**config.mk**
```make
export PLATFORM = sky130hd
export DESIGN_NAME = synthLoopCore
export DESIGN_NICKNAME = d
export VERILOG_FILES = /design/src/rtl/synthLoopPkg.sv /design/src/rtl/synthLoopDatapath.sv /design/src/rtl/synthLoopControl.sv /design/src/rtl/synthLoopCore.sv
export SDC_FILE = /design/constraint.sdc
export NUM_CORES = 1
export LEC_CHECK = 0
export ABC_AREA = 1
export BUFFER_PORTS_ARGS = -buffer_cell sky130_fd_sc_hd__buf_2
export CAP_MARGIN = 20
export CORE_MARGIN = 2
export CORE_UTILIZATION = 55
export DETAILED_ROUTE_END_ITERATION = 8
export HOLD_SLACK_MARGIN = 0.08
export PLACE_DENSITY = 0.82
export SYNTH_ARGS = -nofsm -noshare
export SYNTH_HDL_FRONTEND = slang
export SYNTH_SLANG_ARGS = --single-unit
```
**constraint.sdc**
```tcl
create_clock -name clk -period 4.1 [get_ports clk]
set_input_delay 0.205 -clock clk [delete_from_list [all_inputs] [get_ports clk]]
set_output_delay 0.205 -clock clk [all_outputs]
set_load 0.05 [all_outputs]
```
**src/rtl/synthLoopPkg.sv**
```systemverilog
package synthLoopPkg;

  // Control-to-datapath strobes
  typedef struct packed {
    logic pumpGate;   // pump outputs allowed
    logic routeTest;  // comparator inputs onto port pins
  } ctrlStrobe_t;

  // Raw detector flags, datapath to control
  typedef struct packed {
    logic upRaw;
    logic dnRaw;
  } pfdState_t;

endpackage

```
**src/rtl/synthLoopDatapath.sv**
```systemverilog
module synthLoopDatapath
  import synthLoopPkg::*;
#(
  parameter int REF_DIV   = 512,
  parameter int RATIO_W   = 15,
  parameter int MIN_RATIO = 8
) (
  input  logic               clk,
  input  logic               rstN,
  input  logic               refTick,
  input  logic               rfTick,
  input  logic [RATIO_W-1:0] ratio,
  input  logic [1:0]         portLatch,
  input  ctrlStrobe_t        ctrl,
  output pfdState_t          pfd,
  output logic               pumpUp,
  output logic               pumpDown,
  output logic               portP6,
  output logic               portP7
);

  localparam int REF_W = $clog2(REF_DIV);
  localparam logic [REF_W-1:0]   REF_LAST = REF_W'(REF_DIV - 1);
  localparam logic [REF_W-1:0]   REF_HALF = REF_W'(REF_DIV / 2);
  localparam logic [RATIO_W-1:0] RATIO_MIN = RATIO_W'(MIN_RATIO);

  // Reference divider
  logic [REF_W-1:0] refCnt;
  logic             refEdge;
  logic             refLevel;

  assign refEdge  = refTick && (refCnt == REF_LAST);
  assign refLevel = refCnt < REF_HALF;

  always_ff @(posedge clk) begin
    if (!rstN) begin
      refCnt <= '0;
    end else if (refTick) begin
      refCnt <= refEdge ? '0 : refCnt + 1'b1;
    end
  end

  // Programmable divider, reloads at terminal count
  logic [RATIO_W-1:0] effRatio;
  logic [RATIO_W-1:0] curRatio;
  logic [RATIO_W-1:0] divCnt;
  logic               divEdge;
  logic               divLevel;

  assign effRatio = (ratio < RATIO_MIN) ? RATIO_MIN : ratio;
  assign divEdge  = rfTick && (divCnt == '0);
  assign divLevel = divCnt >= (curRatio >> 1);

  always_ff @(posedge clk) begin
    if (!rstN) begin
      divCnt   <= '0;
      curRatio <= RATIO_MIN;
    end else if (rfTick) begin
      if (divCnt == '0) begin
        divCnt   <= effRatio - 1'b1;
        curRatio <= effRatio;
      end else begin
        divCnt <= divCnt - 1'b1;
      end
    end
  end

  // Two-flip-flop phase/frequency detector
  logic upQ;
  logic dnQ;

  always_ff @(posedge clk) begin
    if (!rstN) begin
      upQ <= 1'b0;
      dnQ <= 1'b0;
    end else if (upQ && dnQ) begin
      upQ <= 1'b0;
      dnQ <= 1'b0;
    end else begin
      upQ <= upQ | refEdge;
      dnQ <= dnQ | divEdge;
    end
  end

  assign pfd.upRaw = upQ;
  assign pfd.dnRaw = dnQ;
  assign pumpUp    = upQ & ctrl.pumpGate;
  assign pumpDown  = dnQ & ctrl.pumpGate;

  // Port pin source selection
  logic [1:0] testSrc;
  logic [1:0] portOut;
  assign testSrc = {divLevel, refLevel};

  for (genvar i = 0; i < 2; i++) begin : g_portMux
    assign portOut[i] = ctrl.routeTest ? testSrc[i] : portLatch[i];
  end

  assign portP6 = portOut[0];
  assign portP7 = portOut[1];

  AST_DIV_RANGE: assert property (@(posedge clk) disable iff (!rstN)
    divCnt < curRatio);

  AST_RATIO_FLOOR: assert property (@(posedge clk) disable iff (!rstN)
    divEdge |=> curRatio >= RATIO_MIN);

  AST_TEST_ROUTE: assert property (@(posedge clk) disable iff (!rstN)
    (ctrl.routeTest && $past(ctrl.routeTest) && $rose(portP6)) |-> (refCnt == '0 && $past(refEdge)));

endmodule

```
**src/rtl/synthLoopControl.sv**
```systemverilog
module synthLoopControl
  import synthLoopPkg::*;
#(
  parameter int LOCK_COUNT  = 4,
  parameter int PULSE_LIMIT = 16
) (
  input  logic        clk,
  input  logic        rstN,
  input  logic        refTick,
  input  logic        currentSel,
  input  logic        pumpKill,
  input  logic        testRoute,
  input  logic        ampKill,
  input  pfdState_t   pfd,
  output ctrlStrobe_t ctrl,
  output logic        currentHigh,
  output logic        ampEnable,
  output logic        lockFlag
);

  localparam int WIDTH_W = $clog2(PULSE_LIMIT + 2);
  localparam int GOOD_W  = $clog2(LOCK_COUNT + 1);
  localparam logic [WIDTH_W-1:0] LIMIT_V   = WIDTH_W'(PULSE_LIMIT);
  localparam logic [GOOD_W-1:0]  GOOD_FULL = GOOD_W'(LOCK_COUNT);
  localparam logic [GOOD_W-1:0]  GOOD_LAST = GOOD_W'(LOCK_COUNT - 1);

  // Configuration decode
  assign ctrl.pumpGate  = !pumpKill;
  assign ctrl.routeTest = testRoute;
  assign currentHigh    = currentSel;
  assign ampEnable      = !ampKill;

  // Lock detector
  logic               bothHigh;
  logic               anyHigh;
  logic               widthOver;
  logic [WIDTH_W-1:0] widthCnt;
  logic [GOOD_W-1:0]  goodCnt;
  logic               lockQ;

  assign bothHigh  = pfd.upRaw & pfd.dnRaw;
  assign anyHigh   = pfd.upRaw | pfd.dnRaw;
  assign widthOver = widthCnt > LIMIT_V;

  always_ff @(posedge clk) begin
    if (!rstN) begin
      widthCnt <= '0;
      goodCnt  <= '0;
      lockQ    <= 1'b0;
    end else if (bothHigh) begin
      widthCnt <= '0;
      if (!widthOver) begin
        if (goodCnt >= GOOD_LAST) begin
          goodCnt <= GOOD_FULL;
          lockQ   <= 1'b1;
        end else begin
          goodCnt <= goodCnt + 1'b1;
        end
      end else begin
        goodCnt <= '0;
        lockQ   <= 1'b0;
      end
    end else begin
      if (anyHigh && refTick && !widthOver) begin
        widthCnt <= widthCnt + 1'b1;
      end
      if (widthOver) begin
        goodCnt <= '0;
        lockQ   <= 1'b0;
      end
    end
  end

  assign lockFlag = lockQ;

  AST_LOCK_RISE: assert property (@(posedge clk) disable iff (!rstN)
    $rose(lockQ) |-> $past(bothHigh));

  AST_LOCK_DROP: assert property (@(posedge clk) disable iff (!rstN)
    widthOver |=> !lockQ);

endmodule

```
**src/rtl/synthLoopCore.sv**
```systemverilog
module synthLoopCore
  import synthLoopPkg::*;
#(
  parameter int REF_DIV     = 512,
  parameter int RATIO_W     = 15,
  parameter int MIN_RATIO   = 8,
  parameter int LOCK_COUNT  = 4,
  parameter int PULSE_LIMIT = 16
) (
  input  logic               clk,
  input  logic               rstN,
  input  logic               refTick,
  input  logic               rfTick,
  input  logic [RATIO_W-1:0] ratio,
  input  logic               currentSel,
  input  logic               pumpKill,
  input  logic               testRoute,
  input  logic               ampKill,
  input  logic [1:0]         portLatch,
  output logic               pumpUp,
  output logic               pumpDown,
  output logic               currentHigh,
  output logic               ampEnable,
  output logic               lockFlag,
  output logic               portP6,
  output logic               portP7
);

  ctrlStrobe_t ctrl;
  pfdState_t   pfd;

  synthLoopControl #(
    .LOCK_COUNT (LOCK_COUNT),
    .PULSE_LIMIT(PULSE_LIMIT)
  ) u_control (
    .clk        (clk),
    .rstN       (rstN),
    .refTick    (refTick),
    .currentSel (currentSel),
    .pumpKill   (pumpKill),
    .testRoute  (testRoute),
    .ampKill    (ampKill),
    .pfd        (pfd),
    .ctrl       (ctrl),
    .currentHigh(currentHigh),
    .ampEnable  (ampEnable),
    .lockFlag   (lockFlag)
  );

  synthLoopDatapath #(
    .REF_DIV  (REF_DIV),
    .RATIO_W  (RATIO_W),
    .MIN_RATIO(MIN_RATIO)
  ) u_datapath (
    .clk      (clk),
    .rstN     (rstN),
    .refTick  (refTick),
    .rfTick   (rfTick),
    .ratio    (ratio),
    .portLatch(portLatch),
    .ctrl     (ctrl),
    .pfd      (pfd),
    .pumpUp   (pumpUp),
    .pumpDown (pumpDown),
    .portP6   (portP6),
    .portP7   (portP7)
  );

  AST_PUMP_QUIET: assert property (@(posedge clk) disable iff (!rstN)
    pumpKill |-> (!pumpUp && !pumpDown));

endmodule

```
After elaboration in Yosys (flattened, before gate mapping). Cells that the tools add are included.

Multiplexer cells: 13. Bitwise logic cells: 7. Add/subtract/negate cells: 5. Equal/unequal tests: 1. Reduce and logical (&&, ||, !) cells: 15. Magnitude comparators: 5.

Operators with widths (count): two-way mux 15 bit (2); subtractor 15 x 1 -> 15 bit (second input constant) (2); >= comparator 15 x 14 -> 1 bit (1); zero test 15 bit (1); less-than comparator 15 x 4 -> 1 bit (second input constant) (1); two-way mux 3 bit (4); adder 9 x 1 -> 9 bit (second input constant) (1); == test 9 bit (second input constant) (1); less-than comparator 9 bit (second input constant) (1); two-way mux 9 bit (1); two-way mux 1 bit (6); adder 5 x 1 -> 5 bit (second input constant) (1); > comparator 5 bit (second input constant) (1); logical AND 1 bit (5); AND reduction 2 bit (2); nonzero test 2 bit (2); OR reduction 2 bit (2); adder 3 x 1 -> 3 bit (second input constant) (1); AND 1 bit (3); >= comparator 3 x 2 -> 1 bit (second input constant) (1); zero test 1 bit (3); bitwise OR 1 bit (3); inverter 1 bit (1).

Word-level logic and storage cells: 54. Bits of input ports: 25. Output and inout port bits: 7. Register bits: 50.

Logic depth before layout (Yosys ltp). Gate-level depths: netlist of the first run.

Depth after elaboration: 4. Gate-level depth with buffers: 15. Gate-level depth less buffers: 15.

Hierarchy. A second synthesis of the first run with hierarchy kept.

Cells, all modules: 460. Area, all modules: 3096.7 µm².

Modules (own cells, without submodules): synthLoopDatapath (area an instance 2582.5 µm², seq. area each 800.8 µm², instances 1, cells an instance 388); synthLoopControl (area an instance 514.2 µm², seq. area each 180.2 µm², instances 1, cells an instance 72).

Least setup slack after synthesis of the first run. OpenSTA, ideal clock, no wires.

Kind: register to output. From: reg u_datapath.curRatio[14]. To: out portP7. Slack: 1966 ps. Required time: 3895 ps. Stages on the path, launching flop included: 7. Arrival: 1929 ps. Path buffers: 0. Cells stage by stage: dfxtp_1 inv_1 ha_1 inv_1 nor3_1 nand4_1 a41oi_1.

Longest elaborated chain between the ends: 2.

RTL lines: start: declaration (line synthLoopDatapath.sv:45) `logic [RATIO_W-1:0] curRatio;`; start signal: assignment (line synthLoopDatapath.sv:61) `curRatio <= effRatio;`; >= comparator 15 x 14 -> 1 bit (line synthLoopDatapath.sv:52) `assign divLevel = divCnt >= (curRatio >> 1);`; two-way mux 1 bit (line synthLoopDatapath.sv:96) `assign portOut[i] = ctrl.routeTest ? testSrc[i] : portLatch[i];`; end: declaration (line synthLoopCore.sv:26) `output logic portP7`.

No other way between the ends.

Final worst setup path of the first run.
From: reg u_datapath.divCnt[13]. To: out portP7.

Longest elaborated chain between the ends: 2.

RTL lines: start: declaration (line synthLoopDatapath.sv:46) `logic [RATIO_W-1:0] divCnt;`; start signal: assignment (line synthLoopDatapath.sv:60) `divCnt <= effRatio - 1'b1;`; start signal: assignment (line synthLoopDatapath.sv:63) `divCnt <= divCnt - 1'b1;`; >= comparator 15 x 14 -> 1 bit (line synthLoopDatapath.sv:52); two-way mux 1 bit (line synthLoopDatapath.sv:96).

No other way between the ends.

==> key figures, run 1 <==
STA
  • Max-slew headroom: 45.4%
  • FMAX: 433 MHz
  • Worst-Margin Slew: 0.818 ns
  • Fin. Hold Viols: 0
  • Unrepaired setup endpoints after global routing: no
  • Post-Route Skew: 0.00809 ns
  • Max Transition Viols Final: 0
  • Final worst-path cycle share: 56.3%
  • Final setup violation count: 0
  • Post-layout min period: 2.31 ns
  • Total Neg Setup Slack: 0 ns

Global routing
  • Global-route met2 utilization: 43.4%
  • Met3 track utilization from global routing: 4.25%
  • GRT Util Overall: 24.6%
  • Met1 global-route usage: 29.2%
  • Wire length of the first global-routing pass: 12.1 mm
  • Antenna violations before repair: 0
  • Pin count of the biggest net entering global routing: 24
  • Vias in the first global route: 2843
  • Overall overflow remaining after global route: 0
  • Most used routing layer: met2

Setup path
  • Crit path capture type: output port
  • Largest stage delay, worst path: 0.39 ns
  • Maximum fanout along the worst path: 3
  • Critical register-to-register path startpoint: u_datapath.divCnt[13]$_SDFFE_PN0P_
  • Required arrival time at the worst endpoint: 3.89 ns
  • Worst setup path class: flop to output port
  • Crit path DAT: 2.10 ns
  • Worst setup SP type: flop
  • Crit path cell chain: ha_1 > inv_1 > nor3_1 > nand4_1 > a41oi_1 > buf_2
  • Setup slack of the most critical reg-to-reg path: 2.17 ns
  • Slowest cell on the critical path: sky130_fd_sc_hd__nor3_1
  • Launch point of the critical path: u_datapath.divCnt[13]$_SDFFE_PN0P_

Floorplanning
  • Die height: 78.2 um
  • Starting density of the core: 56.0%
  • IO Count: 32
  • Core Footprint: 0.00541 sq mm
  • Full die area: 0.00611 sq mm
  • Total number of placement rows: 27
  • Die Span X: 78.2 um

Route
  • Number of violations reported at the end of detailed-routing iteration 0: 181
  • Drc violations: 0
  • Vias: 2904
  • Vias per cell: 5.37
  • Final ANT Viol Nets: 0
  • Total iterations of the first detailed-routing run: 4
  • Total wire length: 7.05 mm
  • Detailed-route wire length per cell: 13.0 um

Placed design
  • Post-DP Area: 0.00321 sq mm
  • Final Wtd Congestion: 0.881
  • Hpwl dp: 5.39 mm
  • Number of I/O port buffers: 29

Clock network
  • Reg clk slew, reported paths: 0.10 ns
  • CTS buffer count: 5
  • Clk Latency, worst-skew pair: 0.32 ns
  • Buffer cell driving the clock tree root: sky130_fd_sc_hd__clkbuf_8
  • Count of hold buffers inserted by post-cts repair: 0
  • Maximum root-to-sink buffer count: 2
  • Post-CTS setup buffer count: 0
  • Post-CTS Resized: 0
  • Total number of clock tree sinks: 49
  • H-Tree Depth: 2
  • Clock tree from TritonCTS: built

Pwr
  • Static Leak: 1.53 nW
  • Areal power density over the cells: 342 mW/mm^2
  • IR drop worst, VDD: 0.195 mV

Synth
  • Largest area contributor in the synthesized netlist: sky130_fd_sc_hd__dfxtp_1
  • Mean area per synthesized cell: 6.84 sq um
  • Ys flop type: sky130_fd_sc_hd__dfxtp_1
  • Synth warnings: 0
  • Number of synthesized register bits: 49
  • Async set or reset register ratio after synthesis: 0%
  • Count leader, synth: sky130_fd_sc_hd__nand2_1
  • Synth top area share: 32.4%
  • Number of enable-type register cells in the synthesized netlist: 0
  • Cell types with the largest area share after synthesis: sky130_fd_sc_hd__dfxtp_1, sky130_fd_sc_hd__nand2_1, sky130_fd_sc_hd__ha_1
  • Synthesized netlist net count: 489
  • Most frequent cells after synthesis: sky130_fd_sc_hd__nand2_1, sky130_fd_sc_hd__inv_1, sky130_fd_sc_hd__dfxtp_1
  • Number of cells produced by synthesis: 442
  • Cell Area, Synth: 0.00303 sq mm
  • Count of distinct cell types in the synthesized netlist: 36
  • Fraction of the yosys area taken by sequential cells: 32.4%

Min path
  • Worst hold start: ratio[4]
  • Worst hold-check path type: primary input to flop

Finish
  • Number of inserted diodes: 0
  • Area added between synthesis and finish: 9.14%
  • Share of final-layout standard cells stronger than drive strength 1: 14.9%
  • Final Net Count: 515
  • Final standard cell area without fillers: 0.00330 sq mm

Status
  • Result of the run: finished, final reports clean

Flow run
  • Max cap viols: 0
[kinds of logic (layout without fill, tap and decap cells)]
kind of cell    Yosys count  after routing  share of synthesized area [%]
compound gates           84             84                           15.9
fa+ha+maj                22             22                           9.10
buf+inv                  88            115                           11.4
xor+xnor                  2              2                          0.579
simple gates            197            197                           30.6
flops                    49             49                           32.4
[cell type report]
class,count,area (sq um)
Fill cell,517,2100
Multi-Input combinational cell,305,1700
Sequential cell,49,981
Inverter,78,295
Timing Repair Buffer,29,145
Tap cell,72,90.1
Clock buffer,5,68.8
Clock inverter,3,21.3
[flip-flops by register name, indices dropped and copies added (netlist names)]
name	cells
u_datapath.divCnt	15
u_datapath.upQ	1
u_datapath.curRatio	14
u_control.lockFlag	1
u_control.goodCnt	3
u_control.widthCnt	5
u_datapath.dnQ	1
u_datapath.refCnt	9
[report_power, final]
group / internal [mW] / switching, mW / total, mW
Combinational: 0.105 / 0.206 / 0.311
Clock: 0.121 / 0.178 / 0.299
Sequential: 0.498 / 0.0193 / 0.517
Total: 0.724 / 0.403 / 1.13
[layer usage]
metal,up-vias,wire [um]
met5,-,0
met4,0,187
met3,22,417
met2,91,3330
met1,1307,3110
li1,1484,-
[per-stage QoR]
| stage | power, mW | setup WS, ns | instances | hold slack [ns] | utilization, % |
|---|---|---|---|---|---|
| floorplan | 0.763 | 1.97 | 442 | 0.343 | - |
| global placement | 0.825 | 2.19 | 533 | 0.411 | 59.4 |
| detailed placement | 0.833 | 2.16 | 533 | 0.411 | 59.4 |
| CTS | 1.13 | 1.83 | 541 | 0.169 | 61.1 |
| global route | 1.19 | 1.61 | 541 | 0.177 | 61.1 |
| finish | 1.13 | 1.79 | 541 | 0.166 | 61.1 |
[worst max-delay path, delay by kind of cell (launching register included)]
kind            cells  cell delay, ns
buf+inv             2            0.34
fa+ha+maj           1            0.29
compound gates      1            0.24
flops               1            0.37
simple gates        2            0.55
[path summary, 6_finish.rpt]
| check | endpoint | cells past startpoint |
|---|---|---|
| worst max-delay path | portP7 | 6 |
| worst min-delay path | u_datapath.curRatio[4]$_SDFFE_PN0P_ | 3 |
| worst max register to register | u_datapath.divCnt[10]$_SDFFE_PN0P_ | 14 |
| worst min register to register | u_datapath.curRatio[12]$_SDFFE_PN0P_ | 2 |
[layout by cell type (no fill, tap or decap), drive strengths merged, types with 3 or more instances in the layout]
cell / n
a211oi: 5
nand3: 28
nand2: 83
a21oi: 47
ha: 22
inv: 79
clkbuf: 5
nand4: 7
a31oi: 3
buf: 29
nor2: 61
o21bai: 4
nor3: 12
o21ai: 21
dfxtp: 49
Note: power is estimated with default switching activity, not from simulation.
==> run 2, diff against run 1 <==
--- a/config.mk
+++ b/config.mk
@@ -5,7 +5,7 @@
 export SDC_FILE = /design/constraint.sdc
 export NUM_CORES = 1
 export LEC_CHECK = 0
-export ABC_AREA = 1
+export ABC_AREA = 0
 export BUFFER_PORTS_ARGS = -buffer_cell sky130_fd_sc_hd__buf_2
 export CAP_MARGIN = 20
 export CORE_MARGIN = 2
==> constraint.sdc (replaced) <==
create_clock -name clk -period 2.33 [get_ports clk]
set_input_delay 0.1165 -clock clk [delete_from_list [all_inputs] [get_ports clk]]
set_output_delay 0.1165 -clock clk [all_outputs]
set_load 0.05 [all_outputs]
==> run 2 against run 1 <==
  * First-iteration DRC count rose by 52%
  * Wire length grew 16%
  * Register-to-register slack worse by 2.1 ns
  * Critical path type unchanged
  * Critical endpoint unchanged
==> key figures, run 2 <==
Status
  • Result of the run: finished, final reports clean

Route
  • Total iterations of the first detailed-routing run: 5 (+1)
  • Final ANT Viol Nets: 0 (unchanged)
  • Vias: 3060 (+5.4%)
  • Vias per cell: 5.98 (+11%)
  • Total wire length: 8.21 mm (+16%)
  • Number of violations reported at the end of detailed-routing iteration 0: 276 (+52%)
  • Detailed-route wire length per cell: 16.0 um (+23%)
  • Drc violations: 0 (unchanged)

Synth
  • Async set or reset register ratio after synthesis: 0% (unchanged)
  • Largest area contributor in the synthesized netlist: sky130_fd_sc_hd__dfxtp_1
  • Number of synthesized register bits: 49 (unchanged)
  • Fraction of the yosys area taken by sequential cells: 33.1% (+0.71 points)
  • Cell Area, Synth: 0.00296 sq mm (-2.2%)
  • Compound-Gate Fraction of Synth Area: 18.3% (+2.4 points)
  • Adder-cell share of the synthesized area: 9.30% (+0.20 points)
  • Cell types with the largest area share after synthesis: sky130_fd_sc_hd__dfxtp_1, sky130_fd_sc_hd__ha_1, sky130_fd_sc_hd__nand2_1
  • Xor and xnor area share after synthesis: 2.96% (+2.4 points)
  • Most frequent cells after synthesis: sky130_fd_sc_hd__nand2_1, sky130_fd_sc_hd__dfxtp_1, sky130_fd_sc_hd__nor2_1
  • Count leader, synth: sky130_fd_sc_hd__nand2_1
  • Synth top area share: 33.1% (+0.71 points)
  • Count of distinct cell types in the synthesized netlist: 51 (+42%)
  • Mean area per synthesized cell: 7.83 sq um (+14%)
  • Multiplexer area fraction after synthesis: 2.41% (+2.4 points)
  • Synth warnings: 0 (unchanged)
  • Number of cells produced by synthesis: 378 (-14%)
  • Number of enable-type register cells in the synthesized netlist: 0 (unchanged)
  • Ys flop type: sky130_fd_sc_hd__dfxtp_1
  • Synthesized-area fraction occupied by and/or/nand/nor cells: 28.1% (-2.6 points)
  • Combinational family with the most area after synthesis: simple AND/OR/NAND/NOR gates
  • Synthesized netlist net count: 425 (-13%)

Floorplanning
  • Total number of placement rows: 26 (-3.7%)
  • Starting density of the core: 57.6% (+1.6 points)
  • IO Count: 32 (unchanged)
  • Core Footprint: 0.00514 sq mm (-4.9%)
  • Die Span X: 77.4 um (-1.0%)
  • Full die area: 0.00599 sq mm (-2.0%)
  • Die height: 77.4 um (-1.0%)

Finish
  • Largest Register: u_datapath.divCnt
  • Number of inserted diodes: 0 (unchanged)
  • Area added between synthesis and finish: 21.6%
  • Fill cell total of the finished layout: 434 (-16%)
  • Regs by FF count: u_datapath.divCnt: 15 flops, u_datapath.curRatio: 14 flops, u_datapath.refCnt: 9 flops
  • Commonest cells after routing, fill and taps aside: sky130_fd_sc_hd__nand2_1, sky130_fd_sc_hd__nor2_1, sky130_fd_sc_hd__dfxtp_1
  • Final Net Count: 488 (-5.2%)
  • Share of final-layout standard cells stronger than drive strength 1: 22.9% (+7.9 points)
  • Final standard cell area without fillers: 0.00360 sq mm (+9.1%)
  • Leading cell type in the layout, fill and taps excluded: sky130_fd_sc_hd__nand2_1
  • Largest register FFs: 15 (unchanged)

STA
  • Final worst-path cycle share: 96.6%
  • Post-layout min period: 2.25 ns
  • Final setup violation count: 0 (unchanged)
  • Max Transition Viols Final: 0 (unchanged)
  • Fin. Hold Viols: 0 (unchanged)
  • Final hold slack: 0.0899 ns (-0.0763 ns)
  • Post-Route Skew: 0.00706 ns (-0.00103 ns)
  • Slack of the critical path: 0.0789 ns (-1.71 ns)
  • Worst-Margin Slew: 0.586 ns (-0.233 ns)
  • Max-slew headroom: 60.9% (+15 points)
  • FMAX: 444 MHz

Global routing
  • Most used routing layer: met2
  • Global-route met2 utilization: 48.4% (+5.1 points)
  • Vias in the first global route: 2886 (+1.5%)
  • Antenna violations before repair: 0 (unchanged)
  • Wire length of the first global-routing pass: 13.3 mm (+10%)
  • Overall overflow remaining after global route: 0 (unchanged)
  • Met1 global-route usage: 34.8% (+5.6 points)
  • Met3 track utilization from global routing: 4.65% (+0.40 points)
  • GRT Util Overall: 27.6% (+2.9 points)
  • Pin count of the biggest net entering global routing: 17 (-29%)

Placed design
  • Worst Setup Slack post-DPL: -0.0810 ns (-2.24 ns)
  • Number of I/O port buffers: 29 (unchanged)
  • Post-DP Area: 0.00340 sq mm (+5.9%)
  • Final Wtd Congestion: 0.954 (+8.3%)
  • Hpwl dp: 6.10 mm (+13%)

Clock network
  • H-Tree Depth: 2 (unchanged)
  • Maximum root-to-sink buffer count: 2 (unchanged)
  • Clock tree from TritonCTS: built
  • Count of hold buffers inserted by post-cts repair: 0 (unchanged)
  • Total number of clock tree sinks: 49 (unchanged)
  • Reg clk slew, reported paths: 0.10 ns (about the same)
  • Clk Latency, worst-skew pair: 0.30 ns (-0.02 ns)
  • CTS buffer count: 5 (unchanged)
  • Buffer cell driving the clock tree root: sky130_fd_sc_hd__clkbuf_8

Pwr
  • IR drop worst, VDD: 0.752 mV (+290%)
  • Areal power density over the cells: 1280 mW/mm^2 (+280%)
  • Static Leak: 1.51 nW (-1.4%)

Setup path
  • Required arrival time at the worst endpoint: 2.21 ns (-1.68 ns)
  • Crit path capture type: output port
  • Crit path DAT: 2.13 ns (+0.03 ns)
  • Maximum fanout along the worst path: 2 (-1)
  • Worst setup SP type: flop
  • Worst setup path class: flop to output port

Min path
  • Worst hold-check path type: primary input to flop

Flow run
  • Max cap viols: 0 (unchanged)
[run 2: cell count changes after synthesis, moves of 6 or more]
| cell | before | now |
|---|---|---|
| sky130_fd_sc_hd__inv_1 | 73 | 23 |
| sky130_fd_sc_hd__nand2_1 | 75 | 55 |
| sky130_fd_sc_hd__nand3_1 | 27 | 7 |
| sky130_fd_sc_hd__a21oi_1 | 47 | 34 |
| sky130_fd_sc_hd__o21ai_0 | 19 | 10 |
| sky130_fd_sc_hd__nand2_2 | 7 | 0 |
| sky130_fd_sc_hd__nor2_2 | 7 | 0 |
| sky130_fd_sc_hd__and3_1 | 0 | 6 |
| sky130_fd_sc_hd__mux2i_1 | 0 | 6 |
| sky130_fd_sc_hd__nor2_4 | 6 | 0 |
[run 2: final cells by class]
class / count / area [sq um] / area share (%)
Tap cell: 70 / 87.6 / 2.43
Timing Repair Buffer: 68 / 444 / 12.3
Multi-Input combinational cell: 293 / 1910 / 52.9
Inverter: 24 / 90.1 / 2.50
Sequential cell: 49 / 987 / 27.4
Clock inverter: 2 / 13.8 / 0.382
Clock buffer: 6 / 72.6 / 2.02
[run 2: path summary, 6_finish.rpt]
kind / start / to / slack (ns) / cells after the start
min: ratio[14] / u_datapath.curRatio[14]$_SDFFE_PN0P_ / 0.09 / 3
max: u_datapath.divCnt[0]$_SDFFE_PN0P_ / portP7 / 0.08 / 9
max reg2reg: u_datapath.divCnt[4]$_SDFFE_PN0P_ / u_datapath.divCnt[13]$_SDFFE_PN0P_ / 0.10 / 6
min reg2reg: u_datapath.curRatio[6]$_SDFFE_PN0P_ / u_datapath.curRatio[6]$_SDFFE_PN0P_ / 0.45 / 2
[run 2: stage by stage]
step / total power, mW / util (%) / cells / setup TNS, ns
after detailed placement: 3.79 / 66.2 / 503 / -0.198
final: 4.62 / 70.1 / 512 / 0
after global routing: 4.94 / 70.1 / 512 / -0.0753
after global placement: 3.71 / 66.2 / 503 / 0
after CTS: 4.41 / 68.5 / 512 / 0
after floorplan: 2.88 / - / 378 / 0
[run 2: layer usage]
layer / up-vias / part of all wire [%]
met2: 128 / 49
met4: 0 / 2.3
met3: 21 / 5.9
met5: - / 0
li1: 1483 / -
met1: 1428 / 43
[run 2: cell families after synthesis]
kind of cell,after synthesis
AND/OR/NAND/NOR,171
flip-flops,49
buffers and inverters,36
XOR/XNOR,10
adder cells (fa/ha/maj),22
multiplexers,7
AO/OA/AOI/OAI,83
[run 2: power by group]
group	total [mW]	switching (mW)	internal, mW
registers	1.21	0.189	1.02
logic	2.90	1.54	1.36
clock network	0.511	0.296	0.215
[run 2: what timing repair did]
action | in CTS | in global routing
setup buffers | 1 | 0
setup endpoints to repair | 1 | 6
pin swaps | 2 | 5
gates resized for setup | 7 | 14
[run 2: critical path, stage by stage, from the launching register on]
cell and delay [ns]:
sky130_fd_sc_hd__dfxtp_2 0.35, sky130_fd_sc_hd__inv_2 0.04, sky130_fd_sc_hd__ha_4 0.25, sky130_fd_sc_hd__nand2b_4 0.12, sky130_fd_sc_hd__a211oi_4 0.06, sky130_fd_sc_hd__or3_4 0.36
sky130_fd_sc_hd__a31oi_4 0.18, sky130_fd_sc_hd__o221ai_2 0.11, sky130_fd_sc_hd__a31oi_2 0.18, sky130_fd_sc_hd__buf_6 0.18
==> run 3, diff against run 2 <==
--- a/config.mk
+++ b/config.mk
@@ -13,6 +13,7 @@
 export DETAILED_ROUTE_END_ITERATION = 8
 export HOLD_SLACK_MARGIN = 0.08
 export PLACE_DENSITY = 0.82
+export SETUP_SLACK_MARGIN = 0.4
 export SYNTH_ARGS = -nofsm -noshare
 export SYNTH_HDL_FRONTEND = slang
 export SYNTH_SLANG_ARGS = --single-unit
==> run 3 against run 2 <==
  * The run now ends with setup timing left
  * Setup slack worse by 0.12 ns
  * Largest power group unchanged
  * Register-to-register slack worse by 0.14 ns
  * First-iteration DRC count is 27% higher
  * Largest cell class unchanged
==> key figures, run 3 (synthesized netlist as in run 2, its figures left out) <==
Placed design
  • Worst Setup Slack post-DPL: -0.0382 ns (+0.0428 ns)
  • Post-DP Area: 0.00341 sq mm (+0.15%)
  • Hpwl dp: 5.77 mm (-5.4%)
  • Final Wtd Congestion: 0.986 (+3.4%)
  • Inst Count DP: 494 (-1.8%)
  • Number of I/O port buffers: 29 (unchanged)

STA
  • Unrepaired setup endpoints after global routing: yes
  • Worst-Margin Slew: 0.768 ns (+0.182 ns)
  • Final setup violation count: 1 (+1)
  • FMAX: 422 MHz (-5.0%)
  • Post-Route Skew: 0.0130 ns (+0.00597 ns)
  • Final hold slack: 0.120 ns (+0.0301 ns)
  • Post-layout min period: 2.37 ns (+0.119 ns)
  • Slack of the critical path: -0.0403 ns (-0.119 ns)
  • Max-slew headroom: 48.4% (-12 points)
  • Max Transition Viols Final: 0 (unchanged)
  • Fin. Hold Viols: 0 (unchanged)
  • Total Neg Setup Slack: -0.0403 ns (-0.0403 ns)
  • Final worst-path cycle share: 102% (+5.1 points)

Status
  • Violations in the final reports: setup timing
  • Result of the run: complete, but fails checks

Global routing
  • Overall overflow remaining after global route: 0 (unchanged)
  • Pin count of the biggest net entering global routing: 26 (+9)
  • Vias in the first global route: 2986 (+3.5%)
  • Wire length of the first global-routing pass: 13.7 mm (+2.8%)
  • Antenna violations before repair: 0 (unchanged)
  • GRT Util Overall: 28.4% (+0.83 points)

Floorplanning
  • Starting density of the core: 57.6% (unchanged)
  • Total number of placement rows: 26 (unchanged)
  • IO Count: 32 (unchanged)
  • Die height: 77.4 um (unchanged)
  • Core Footprint: 0.00514 sq mm (unchanged)
  • Die Span X: 77.4 um (unchanged)
  • Full die area: 0.00599 sq mm (unchanged)

Finish
  • Regs by FF count: u_datapath.divCnt: 15 flops, u_datapath.curRatio: 14 flops, u_datapath.refCnt: 9 flops
  • Largest Register: u_datapath.divCnt
  • Share of final-layout standard cells stronger than drive strength 1: 34.4% (+12 points)
  • Area added between synthesis and finish: 37.3%
  • Number of inserted diodes: 0 (unchanged)
  • Number of non-filler instances in the completed layout: 523 (+2.1%)
  • Share of the core filled with cells: 79.1% (+9.0 points)
  • Commonest cells after routing, fill and taps aside: sky130_fd_sc_hd__nand2_1, sky130_fd_sc_hd__nor2_1, sky130_fd_sc_hd__buf_4
  • Largest register FFs: 15 (unchanged)
  • Final Net Count: 499 (+2.3%)
  • Leading cell type in the layout, fill and taps excluded: sky130_fd_sc_hd__nand2_1
  • Final standard cell area without fillers: 0.00407 sq mm (+13%)

Setup path
  • Crit path cell chain: buf_6 > nor4_4 > buf_4 > and4_4 > buf_6 > and3_4 > o2111ai_4 > buf_6 > o211ai_1 > nand3_1
  • Maximum fanout along the worst path: 7 (+5)
  • Largest stage delay, worst path: 0.35 ns (about the same)
  • Crit path capture type: flop
  • Slowest cell on the critical path: sky130_fd_sc_hd__dfxtp_2
  • Cell occurring most often along the worst timing path: sky130_fd_sc_hd__buf_6
  • Crit path DAT: 2.56 ns (+0.43 ns)
  • Required arrival time at the worst endpoint: 2.52 ns (+0.31 ns)
  • Worst setup path class: flop to flop
  • Worst setup SP type: flop

Pwr
  • Static Leak: 1.64 nW (+8.7%)
  • IR drop worst, VDD: 0.928 mV (+23%)
  • Areal power density over the cells: 1520 mW/mm^2 (+19%)
  • PnR Total Power: 6.19 mW (+34%)

Clock network
  • H-Tree Depth: 2 (unchanged)
  • Clock tree from TritonCTS: built
  • Clk Latency, worst-skew pair: 0.32 ns (+0.02 ns)
  • Buffer cell driving the clock tree root: sky130_fd_sc_hd__clkbuf_8
  • Total number of clock tree sinks: 49 (unchanged)
  • CTS buffer count: 5 (unchanged)
  • Reg clk slew, reported paths: 0.10 ns (about the same)
  • Maximum root-to-sink buffer count: 2 (unchanged)

Route
  • Met1 WL: 3.74 mm (+5.2%)
  • Final ANT Viol Nets: 0 (unchanged)
  • Met3 routed WL: 914 um (+89%)
  • Number of violations reported at the end of detailed-routing iteration 0: 351 (+27%)
  • Met2 Routed Length: 4.66 mm (+17%)
  • Total iterations of the first detailed-routing run: 5 (unchanged)
  • Total wire length: 9.92 mm (+21%)
  • Highest routed metal layer: met4
  • Vias per cell: 6.50 (+8.8%)
  • Vias: 3401 (+11%)
  • Drc violations: 0 (unchanged)
  • Detailed-route wire length per cell: 19.0 um (+18%)

Flow run
  • Max cap viols: 0 (unchanged)

Min path
  • Worst hold-check path type: primary input to flop
==> run 3: worst max-delay path, delay by kind of cell, from the launching register on <==
kind            cells  cell delay (ns)
flops               1             0.35
compound gates      2             0.37
simple gates        4             0.88
buf+inv             4             0.62
==> run 3: worst paths after layout <==
path | slack (ns) | start | cells after the start | to
worst max-delay path | -0.04 | u_datapath.divCnt[6]$_SDFFE_PN0P_ | 10 | u_datapath.divCnt[8]$_SDFFE_PN0P_
worst min-delay path | 0.12 | ratio[9] | 3 | u_datapath.curRatio[9]$_SDFFE_PN0P_
worst max register to register | -0.04 | u_datapath.divCnt[6]$_SDFFE_PN0P_ | 10 | u_datapath.divCnt[8]$_SDFFE_PN0P_
worst min register to register | 0.46 | u_datapath.curRatio[5]$_SDFFE_PN0P_ | 2 | u_datapath.curRatio[5]$_SDFFE_PN0P_
==> run 3: cell type report <==
cell class	instances	area, sq um
clock buffer	6	82.6
clock inverter	2	37.5
fill	342	1070
inverter	24	90.1
multi-input combinational	293	2180
sequential	49	1010
tap	70	87.6
timing repair buffer	79	571
==> run 3: timing repair <==
action | CTS | global route
pin swaps | 8 | 31
gates cloned | 0 | 0
endpoints found under the setup margin | 13 | 30
endpoints found under the hold margin | 1 | 0
hold buffers | 1 | 0
resized for setup | 33 | 52
setup buffers | 9 | 11
==> run 3: power breakdown <==
part	internal [mW]	switching, mW	total, mW
sequential	1.05	0.233	1.28
combinational	2.06	2.19	4.25
clock	0.350	0.310	0.659
==> run 3: metal layers <==
layer  vias up  track usage [%]
met3        73             5.35
li1       1508                -
met5         -                0
met2       250             48.7
met4         0             14.3
met1      1570             33.9
